--- config.mk ---
export PLATFORM = sky130hd
export DESIGN_NAME = sep_bilateral_denoise
export DESIGN_NICKNAME = d
export VERILOG_FILES = /design/src/rtl/dn_pkg.sv /design/src/rtl/tap3_threshold_avg.sv /design/src/rtl/bf_control.sv /design/src/rtl/bf_datapath.sv /design/src/rtl/sep_bilateral_denoise.sv
export SDC_FILE = /design/constraint.sdc
export NUM_CORES = 2
export LEC_CHECK = 0
export BUFFER_PORTS_ARGS = -buffer_cell sky130_fd_sc_hd__clkbuf_2
export CAP_MARGIN = 20
export CORE_MARGIN = 3
export CORE_UTILIZATION = 58
export DETAILED_ROUTE_END_ITERATION = 10
export PLACE_DENSITY = 0.85
export REMOVE_ABC_BUFFERS = 1
export SYNTH_ARGS = -nofsm -noshare
export SYNTH_HDL_FRONTEND = slang
export SYNTH_SLANG_ARGS = --single-unit
export TNS_END_PERCENT = 30
--- constraint.sdc ---
create_clock -name clk -period 16.4 [get_ports clk]
set_input_delay 2.46 -clock clk [delete_from_list [all_inputs] [get_ports clk]]
set_output_delay 2.46 -clock clk [all_outputs]
set_load 0.01 [all_outputs]
--- src/rtl/dn_pkg.sv ---
package dn_pkg;
  // strobes from control to datapath; h* fields act in the input cycle,
  // v* fields are registered one cycle behind the horizontal result
  typedef struct packed {
    logic capThr;
    logic shiftIn;
    logic hFire;
    logic hLeftOk;
    logic hRightOk;
    logic vFire;
    logic vLive;
    logic vEmit;
    logic vUpOk;
    logic vDownOk;
    logic vSof;
    logic vEol;
    logic vEof;
  } ctl_t;
endpackage

--- src/rtl/tap3_threshold_avg.sv ---
module tap3_threshold_avg #(
  parameter int DATA_W = 16
) (
  input  logic [DATA_W-1:0] centre,
  input  logic [DATA_W-1:0] left,
  input  logic [DATA_W-1:0] right,
  input  logic              leftOk,
  input  logic              rightOk,
  input  logic [DATA_W-1:0] thr,
  output logic [DATA_W-1:0] avg
);
  localparam int SUM_W = DATA_W + 2;
  localparam int SH    = 2 * ((SUM_W + 3) / 2);
  localparam int PW    = SUM_W + SH + 1;
  localparam logic [PW-1:0] RECIP = PW'(((2 ** SH) + 2) / 3);

  logic [DATA_W-1:0] diffL, diffR;
  logic              takeL, takeR;
  logic [SUM_W-1:0]  sum, sumP1, half, third, res;
  logic [PW-1:0]     prod;

  always_comb begin
    diffL = (left  > centre) ? left  - centre : centre - left;
    diffR = (right > centre) ? right - centre : centre - right;
    takeL = leftOk  && (diffL <= thr);
    takeR = rightOk && (diffR <= thr);
    sum   = SUM_W'(centre)
          + (takeL ? SUM_W'(left)  : '0)
          + (takeR ? SUM_W'(right) : '0);
    sumP1 = sum + SUM_W'(1);
    half  = sumP1 >> 1;
    prod  = PW'(sumP1) * RECIP;
    third = SUM_W'(prod >> SH);
    case ({takeL, takeR})
      2'b00:   res = sum;
      2'b11:   res = third;
      default: res = half;
    endcase
    avg = DATA_W'(res);
  end
endmodule

--- src/rtl/bf_control.sv ---
module bf_control
  import dn_pkg::*;
#(
  parameter int MAX_W = 64,
  parameter int AW    = $clog2(MAX_W)
) (
  input  logic          clk,
  input  logic          rstN,
  input  logic          inValid,
  input  logic          inSof,
  input  logic          inEol,
  input  logic          inEof,
  output ctl_t          ctl,
  output logic [AW-1:0] vCol
);
  localparam logic [AW-1:0] ONE = AW'(1);

  logic          p1Ok, p2Ok, tailPend, eofPend, flushOn;
  logic [AW-1:0] hColCnt, widthReg, flushCol;
  logic [1:0]    rowNum;
  logic          hFire;
  logic          vFireR, vLiveR, vEmitR, vUpOkR, vDownOkR, vSofR, vEolR, vEofR;
  logic [AW-1:0] vColR;

  assign hFire = (inValid && p1Ok) || tailPend;

  always_comb begin
    ctl.capThr   = inValid && inSof;
    ctl.shiftIn  = inValid;
    ctl.hFire    = hFire;
    ctl.hLeftOk  = p2Ok;
    ctl.hRightOk = !tailPend;
    ctl.vFire    = vFireR;
    ctl.vLive    = vLiveR;
    ctl.vEmit    = vEmitR;
    ctl.vUpOk    = vUpOkR;
    ctl.vDownOk  = vDownOkR;
    ctl.vSof     = vSofR;
    ctl.vEol     = vEolR;
    ctl.vEof     = vEofR;
    vCol         = vColR;
  end

  always_ff @(posedge clk) begin
    if (!rstN) begin
      p1Ok <= 1'b0;  p2Ok <= 1'b0;  tailPend <= 1'b0;
      eofPend <= 1'b0;  flushOn <= 1'b0;
      hColCnt <= '0;  widthReg <= '0;  flushCol <= '0;  rowNum <= '0;
      vFireR <= 1'b0;  vLiveR <= 1'b0;  vEmitR <= 1'b0;  vUpOkR <= 1'b0;
      vDownOkR <= 1'b0;  vSofR <= 1'b0;  vEolR <= 1'b0;  vEofR <= 1'b0;
      vColR <= '0;
    end else begin
      vFireR <= 1'b0;
      vEmitR <= 1'b0;
      if (inValid) begin
        p2Ok <= p1Ok;
        p1Ok <= 1'b1;
        if (inEol) begin
          tailPend <= 1'b1;
          eofPend  <= inEof;
        end
        if (inSof) rowNum <= '0;
      end
      if (hFire) begin
        // live column: centre row is the previous stored row
        vFireR   <= 1'b1;
        vLiveR   <= 1'b1;
        vColR    <= hColCnt;
        vEmitR   <= (rowNum != 2'd0);
        vUpOkR   <= (rowNum == 2'd2);
        vDownOkR <= 1'b1;
        vSofR    <= (rowNum == 2'd1) && (hColCnt == '0);
        vEolR    <= tailPend;
        vEofR    <= 1'b0;
        hColCnt  <= hColCnt + ONE;
      end else if (flushOn) begin
        // final row: no row below, input is idle
        vFireR   <= 1'b1;
        vLiveR   <= 1'b0;
        vColR    <= flushCol;
        vEmitR   <= 1'b1;
        vUpOkR   <= (rowNum == 2'd2);
        vDownOkR <= 1'b0;
        vSofR    <= (rowNum == 2'd1) && (flushCol == '0);
        vEolR    <= (flushCol == widthReg);
        vEofR    <= (flushCol == widthReg);
        flushCol <= flushCol + ONE;
        if (flushCol == widthReg) flushOn <= 1'b0;
      end
      if (tailPend) begin
        p1Ok     <= 1'b0;
        p2Ok     <= 1'b0;
        tailPend <= 1'b0;
        hColCnt  <= '0;
        widthReg <= hColCnt;
        if (rowNum != 2'd2) rowNum <= rowNum + 2'd1;
        if (eofPend) begin
          flushOn  <= 1'b1;
          flushCol <= '0;
          eofPend  <= 1'b0;
        end
      end
    end
  end
endmodule

--- src/rtl/bf_datapath.sv ---
module bf_datapath
  import dn_pkg::*;
#(
  parameter int DATA_W = 16,
  parameter int MAX_W  = 64,
  parameter int AW     = $clog2(MAX_W)
) (
  input  logic              clk,
  input  logic              rstN,
  input  ctl_t              ctl,
  input  logic [AW-1:0]     vCol,
  input  logic [DATA_W-1:0] inPix,
  input  logic [DATA_W-1:0] thr,
  output logic              outValid,
  output logic [DATA_W-1:0] outPix,
  output logic              outSof,
  output logic              outEol,
  output logic              outEof
);
  localparam int NPASS = 2;  // 0 = horizontal, 1 = vertical

  logic [DATA_W-1:0] thrReg, p1, p2, hVal;
  logic [DATA_W-1:0] rowMid [MAX_W];
  logic [DATA_W-1:0] rowUp  [MAX_W];
  logic [DATA_W-1:0] tapCen [NPASS];
  logic [DATA_W-1:0] tapL   [NPASS];
  logic [DATA_W-1:0] tapR   [NPASS];
  logic              tapLOk [NPASS];
  logic              tapROk [NPASS];
  logic [DATA_W-1:0] tapAvg [NPASS];

  always_comb begin
    tapCen[0] = p1;           tapL[0] = p2;           tapR[0] = inPix;
    tapLOk[0] = ctl.hLeftOk;  tapROk[0] = ctl.hRightOk;
    tapCen[1] = rowMid[vCol]; tapL[1] = rowUp[vCol];  tapR[1] = hVal;
    tapLOk[1] = ctl.vUpOk;    tapROk[1] = ctl.vDownOk;
  end

  for (genvar g = 0; g < NPASS; g++) begin : g_pass
    tap3_threshold_avg #(.DATA_W(DATA_W)) u_tap (
      .centre (tapCen[g]),
      .left   (tapL[g]),
      .right  (tapR[g]),
      .leftOk (tapLOk[g]),
      .rightOk(tapROk[g]),
      .thr    (thrReg),
      .avg    (tapAvg[g])
    );
  end

  always_ff @(posedge clk) begin
    if (!rstN) begin
      thrReg <= '0;  p1 <= '0;  p2 <= '0;  hVal <= '0;
    end else begin
      if (ctl.capThr)  thrReg <= thr;
      if (ctl.shiftIn) begin
        p2 <= p1;
        p1 <= inPix;
      end
      if (ctl.hFire) hVal <= tapAvg[0];
    end
  end

  // line stores of horizontally filtered rows
  always_ff @(posedge clk) begin
    if (ctl.vFire && ctl.vLive) begin
      rowUp[vCol]  <= rowMid[vCol];
      rowMid[vCol] <= hVal;
    end
  end

  always_ff @(posedge clk) begin
    if (!rstN) begin
      outValid <= 1'b0;  outPix <= '0;
      outSof <= 1'b0;  outEol <= 1'b0;  outEof <= 1'b0;
    end else begin
      outValid <= ctl.vFire && ctl.vEmit;
      outSof   <= ctl.vFire && ctl.vEmit && ctl.vSof;
      outEol   <= ctl.vFire && ctl.vEmit && ctl.vEol;
      outEof   <= ctl.vFire && ctl.vEmit && ctl.vEof;
      if (ctl.vFire && ctl.vEmit) outPix <= tapAvg[1];
    end
  end
endmodule

--- src/rtl/sep_bilateral_denoise.sv ---
module sep_bilateral_denoise
  import dn_pkg::*;
#(
  parameter int DATA_W = 16,
  parameter int MAX_W  = 64
) (
  input  logic              clk,
  input  logic              rstN,
  input  logic              inValid,
  input  logic [DATA_W-1:0] inPix,
  input  logic              inSof,
  input  logic              inEol,
  input  logic              inEof,
  input  logic [DATA_W-1:0] thr,
  output logic              outValid,
  output logic [DATA_W-1:0] outPix,
  output logic              outSof,
  output logic              outEol,
  output logic              outEof
);
  localparam int AW = $clog2(MAX_W);

  ctl_t          ctl;
  logic [AW-1:0] vCol;

  bf_control #(.MAX_W(MAX_W), .AW(AW)) u_ctl (
    .clk(clk), .rstN(rstN), .inValid(inValid), .inSof(inSof),
    .inEol(inEol), .inEof(inEof), .ctl(ctl), .vCol(vCol)
  );

  bf_datapath #(.DATA_W(DATA_W), .MAX_W(MAX_W), .AW(AW)) u_dp (
    .clk(clk), .rstN(rstN), .ctl(ctl), .vCol(vCol), .inPix(inPix), .thr(thr),
    .outValid(outValid), .outPix(outPix), .outSof(outSof),
    .outEol(outEol), .outEof(outEof)
  );
endmodule

==> results.json <==
{
  "die_w_um": 431,
  "grt_util_met3_pct": 9.52,
  "worst_ep_required_time_ns": 17.03,
  "fmax_ghz": 0.0627,
  "async_reset_ff_share_pct": 0,
  "utilization_pct": 65.4,
  "portBuffers": 57,
  "synth_edf_count": 2048,
  "dr.pass1.iters": 9,
  "synth_area_mm2": 0.105,
  "reg2regPathDepth": 62,
  "synth_ff_type": "edfxtp_1",
  "cts_made_buffers": 201,
  "critPathCaptureType": "register",
  "ant_nets": 0,
  "clk_pin_slew_ns": 0.07,
  "status": "complete, no violations",
  "gp_congestion": 0.971,
  "grtUsageMet2_pct": 57.3,
  "first_global_vias": 64300,
  "period_share_pct": 97.2,
  "worstMarginPinSlew_ns": 1.19,
  "antenna_found_initial": 28,
  "clk_latency_ns": 0.92,
  "crit_fanout": 24,
  "place_ws_ns": 0.160,
  "maxCapViolCount": 0,
  "rows": 155,
  "final-hold-violation-count": 0,
  "crit_end": "u_dp.outPix[12]",
  "vias_per_cell": 7.12,
  "grt_pass1_wl_mm": 469,
  "cp_slowest_cell": "mux4_2",
  "period_needed_ns": 15.94,
  "drtIter0Drc": 10500,
  "synth_cells": 6215,
  "yosys_register_bits": 2176,
  "fp.coreArea_mm2": 0.179,
  "htree_levels": 4,
  "r2r-end": "u_dp.outPix[12]",
  "drive_gt1_share_pct": 21.8,
  "cp-start-kind": "register",
  "final_nets": 7316,
  "critPathArrivalTime_ns": 16.57,
  "critPathMaxStageDelay_ns": 0.70,
  "wirelength_mm": 338,
  "synthToLayoutAreaGrowth_pct": 11.7,
  "grt_usage_pct": 35.7,
  "relSlewSlack_pct": 20.5,
  "ys_warn_count": 0,
  "setup_viol": 0,
  "cts_sinks": 2176,
  "hold_class": "reg2reg",
  "vias": 64200,
  "dp.cells": 8617,
  "drc_errors": 0,
  "grt_use_met1_pct": 42.9,
  "grt_most_used_layer": "met2",
  "start_util_pct": 58.6,
  "finalMaxSlewViolations": 0,
  "fillCellCount": 11500,
  "skew_ns": 0.140,
  "ios": 58,
  "cts_root_buffer": "clkbuf_16",
  "dp_hpwl_mm": 189,
  "hold_depth": 2,
  "fp.dieH_um": 431,
  "grt_max_degree": 88,
  "cts_tree": "yes",
  "reg2reg_slack_ns": 0.46,
  "yosysUniqueCellTypes": 94,
  "hold_slack_ns": 0.453,
  "cts_buffer_depth": 3,
  "cts_hold_buf": 0,
  "seq_area_frac_synth_pct": 61.1,
  "worstSetupPathType": "reg2reg",
  "fin_ws_ns": 0.457,
  "wl_per_cell_um": 37.5,
  "fin_cells": 9017,
  "die_area_mm2": 0.186,
  "avgSynthCellArea_um2": 16.9,
  "grt_overflow": 0
}
## through the flow
| step | instance area (µm²) | setup TNS, ns |
|---|---|---|
| after floorplan | 104000 | -7439.14 |
| after global placement | 110000 | 0 |
| after detailed placement | 110000 | 0 |
| after CTS | 116000 | 0 |
| after global routing | 117000 | -0.829 |
| final | 117000 | 0 |
## worst min path at each step
stage,from,to
detailed placement,u_dp.outPix[6],u_dp.outPix[6]
CTS,u_dp.outPix[6],u_dp.outPix[6]
finish,u_dp.outPix[6],u_dp.outPix[6]
global placement,u_dp.thrReg[1],u_dp.thrReg[1]
global route,u_dp.thrReg[14],u_dp.thrReg[14]
floorplan,u_dp.thrReg[10],u_dp.thrReg[10]
## worst max-delay path, delay by kind of cell, from the launching register on
| family | cells | cell delay [ns] |
|---|---|---|
| buffers and inverters | 11 | 1.61 |
| and+or+nand+nor | 9 | 2.02 |
| DFF | 1 | 0.49 |
| adders and majority gates | 12 | 4.67 |
| AOI/OAI and AO/OA | 24 | 4.69 |
| xor gates and xnor gates | 3 | 0.49 |
| muxes | 3 | 1.68 |
## cell families (layout without fill, tap and decap cells)
group           Yosys count  count (layout)  share of synthesized area [%]
simple gates            749             749                           3.51
compound gates          670             670                           4.22
buf+inv                 905            1343                           3.33
other cells               0               9                              0
flops                  2176            2176                           61.1
fa+ha+maj               789             789                           11.3
mux                     762             762                           15.2
xor+xnor                164             164                           1.39
## layout by cell type, fill, tap and decap left out, types with 33 or more instances in the layout
cell,count
a21o_1,74
a21oi_1,201
and3_1,37
buf_4,220
clkbuf_1,39
clkbuf_16,211
clkbuf_2,57
clkinv_1,39
clkinv_2,33
dfxtp_1,106
edfxtp_1,2048
fa_1,258
ha_1,530
inv_1,650
mux2i_1,77
mux4_2,661
nand2_1,180
nand3_1,75
nand4_1,36
nor2_1,162
nor2_4,64
o21a_1,40
o21ai_0,101
xnor2_1,96
xor2_1,63
## cell usage after synthesis, drive strengths merged, types with 30 or more instances
cell type	instances	area [µm²]
edfxtp	2048	61500
mux4	661	14900
inv	656	2460
ha	531	6640
fa	258	5160
nor2	228	858
a21oi	205	1040
nand2	180	676
clkbuf	151	578
dfxtp	128	2560
o21ai	113	569
xnor2	98	873
buf	97	447
mux2i	77	771
nand3	76	380
a21o	75	564
xor2	66	586
o21a	40	300
and3	38	239
nand4	38	259
nor3	32	160
a211oi	31	238
nor2b	30	188
## final cells by class
class	instances	area [µm²]	share of cell area (%)
Multi-Input combinational cell	3134	37900	32.4
Timing Repair Buffer	319	2850	2.43
Sequential cell	2176	64100	54.7
Clock inverter	126	1580	1.35
Inverter	657	2470	2.11
Antenna cell	9	22.5	0.0192
Clock buffer	241	5200	4.44
Tap cell	2355	2950	2.52
## metal layers
metal  share of wire (%)  routed length [µm]
met1                  32              108000
met2                  48              162000
met3                  12               41200
met4                 7.8               26400
met5               0.095                 321
## sequential cells by signal, indices dropped and copies added (netlist names), 16 cells and up, named ones only
signal	count
u_dp.rowUp	1024
u_dp.rowMid	1024
u_dp.thrReg	16
u_dp.p2	16
u_dp.p1	16
u_dp.hVal	16
u_dp.outPix	16
## repair_timing
item,4_1_cts,5_1_grt
resized for setup,0,57
setup endpoints to repair,1,19
pin swaps,1,5
setup buffers,0,15
endpoints found under the hold margin,0,0
gates cloned,0,9
Power is left out: the tool's default activity adds up to more than one toggle a clock period on the data nets, which glitch-free logic cannot reach.
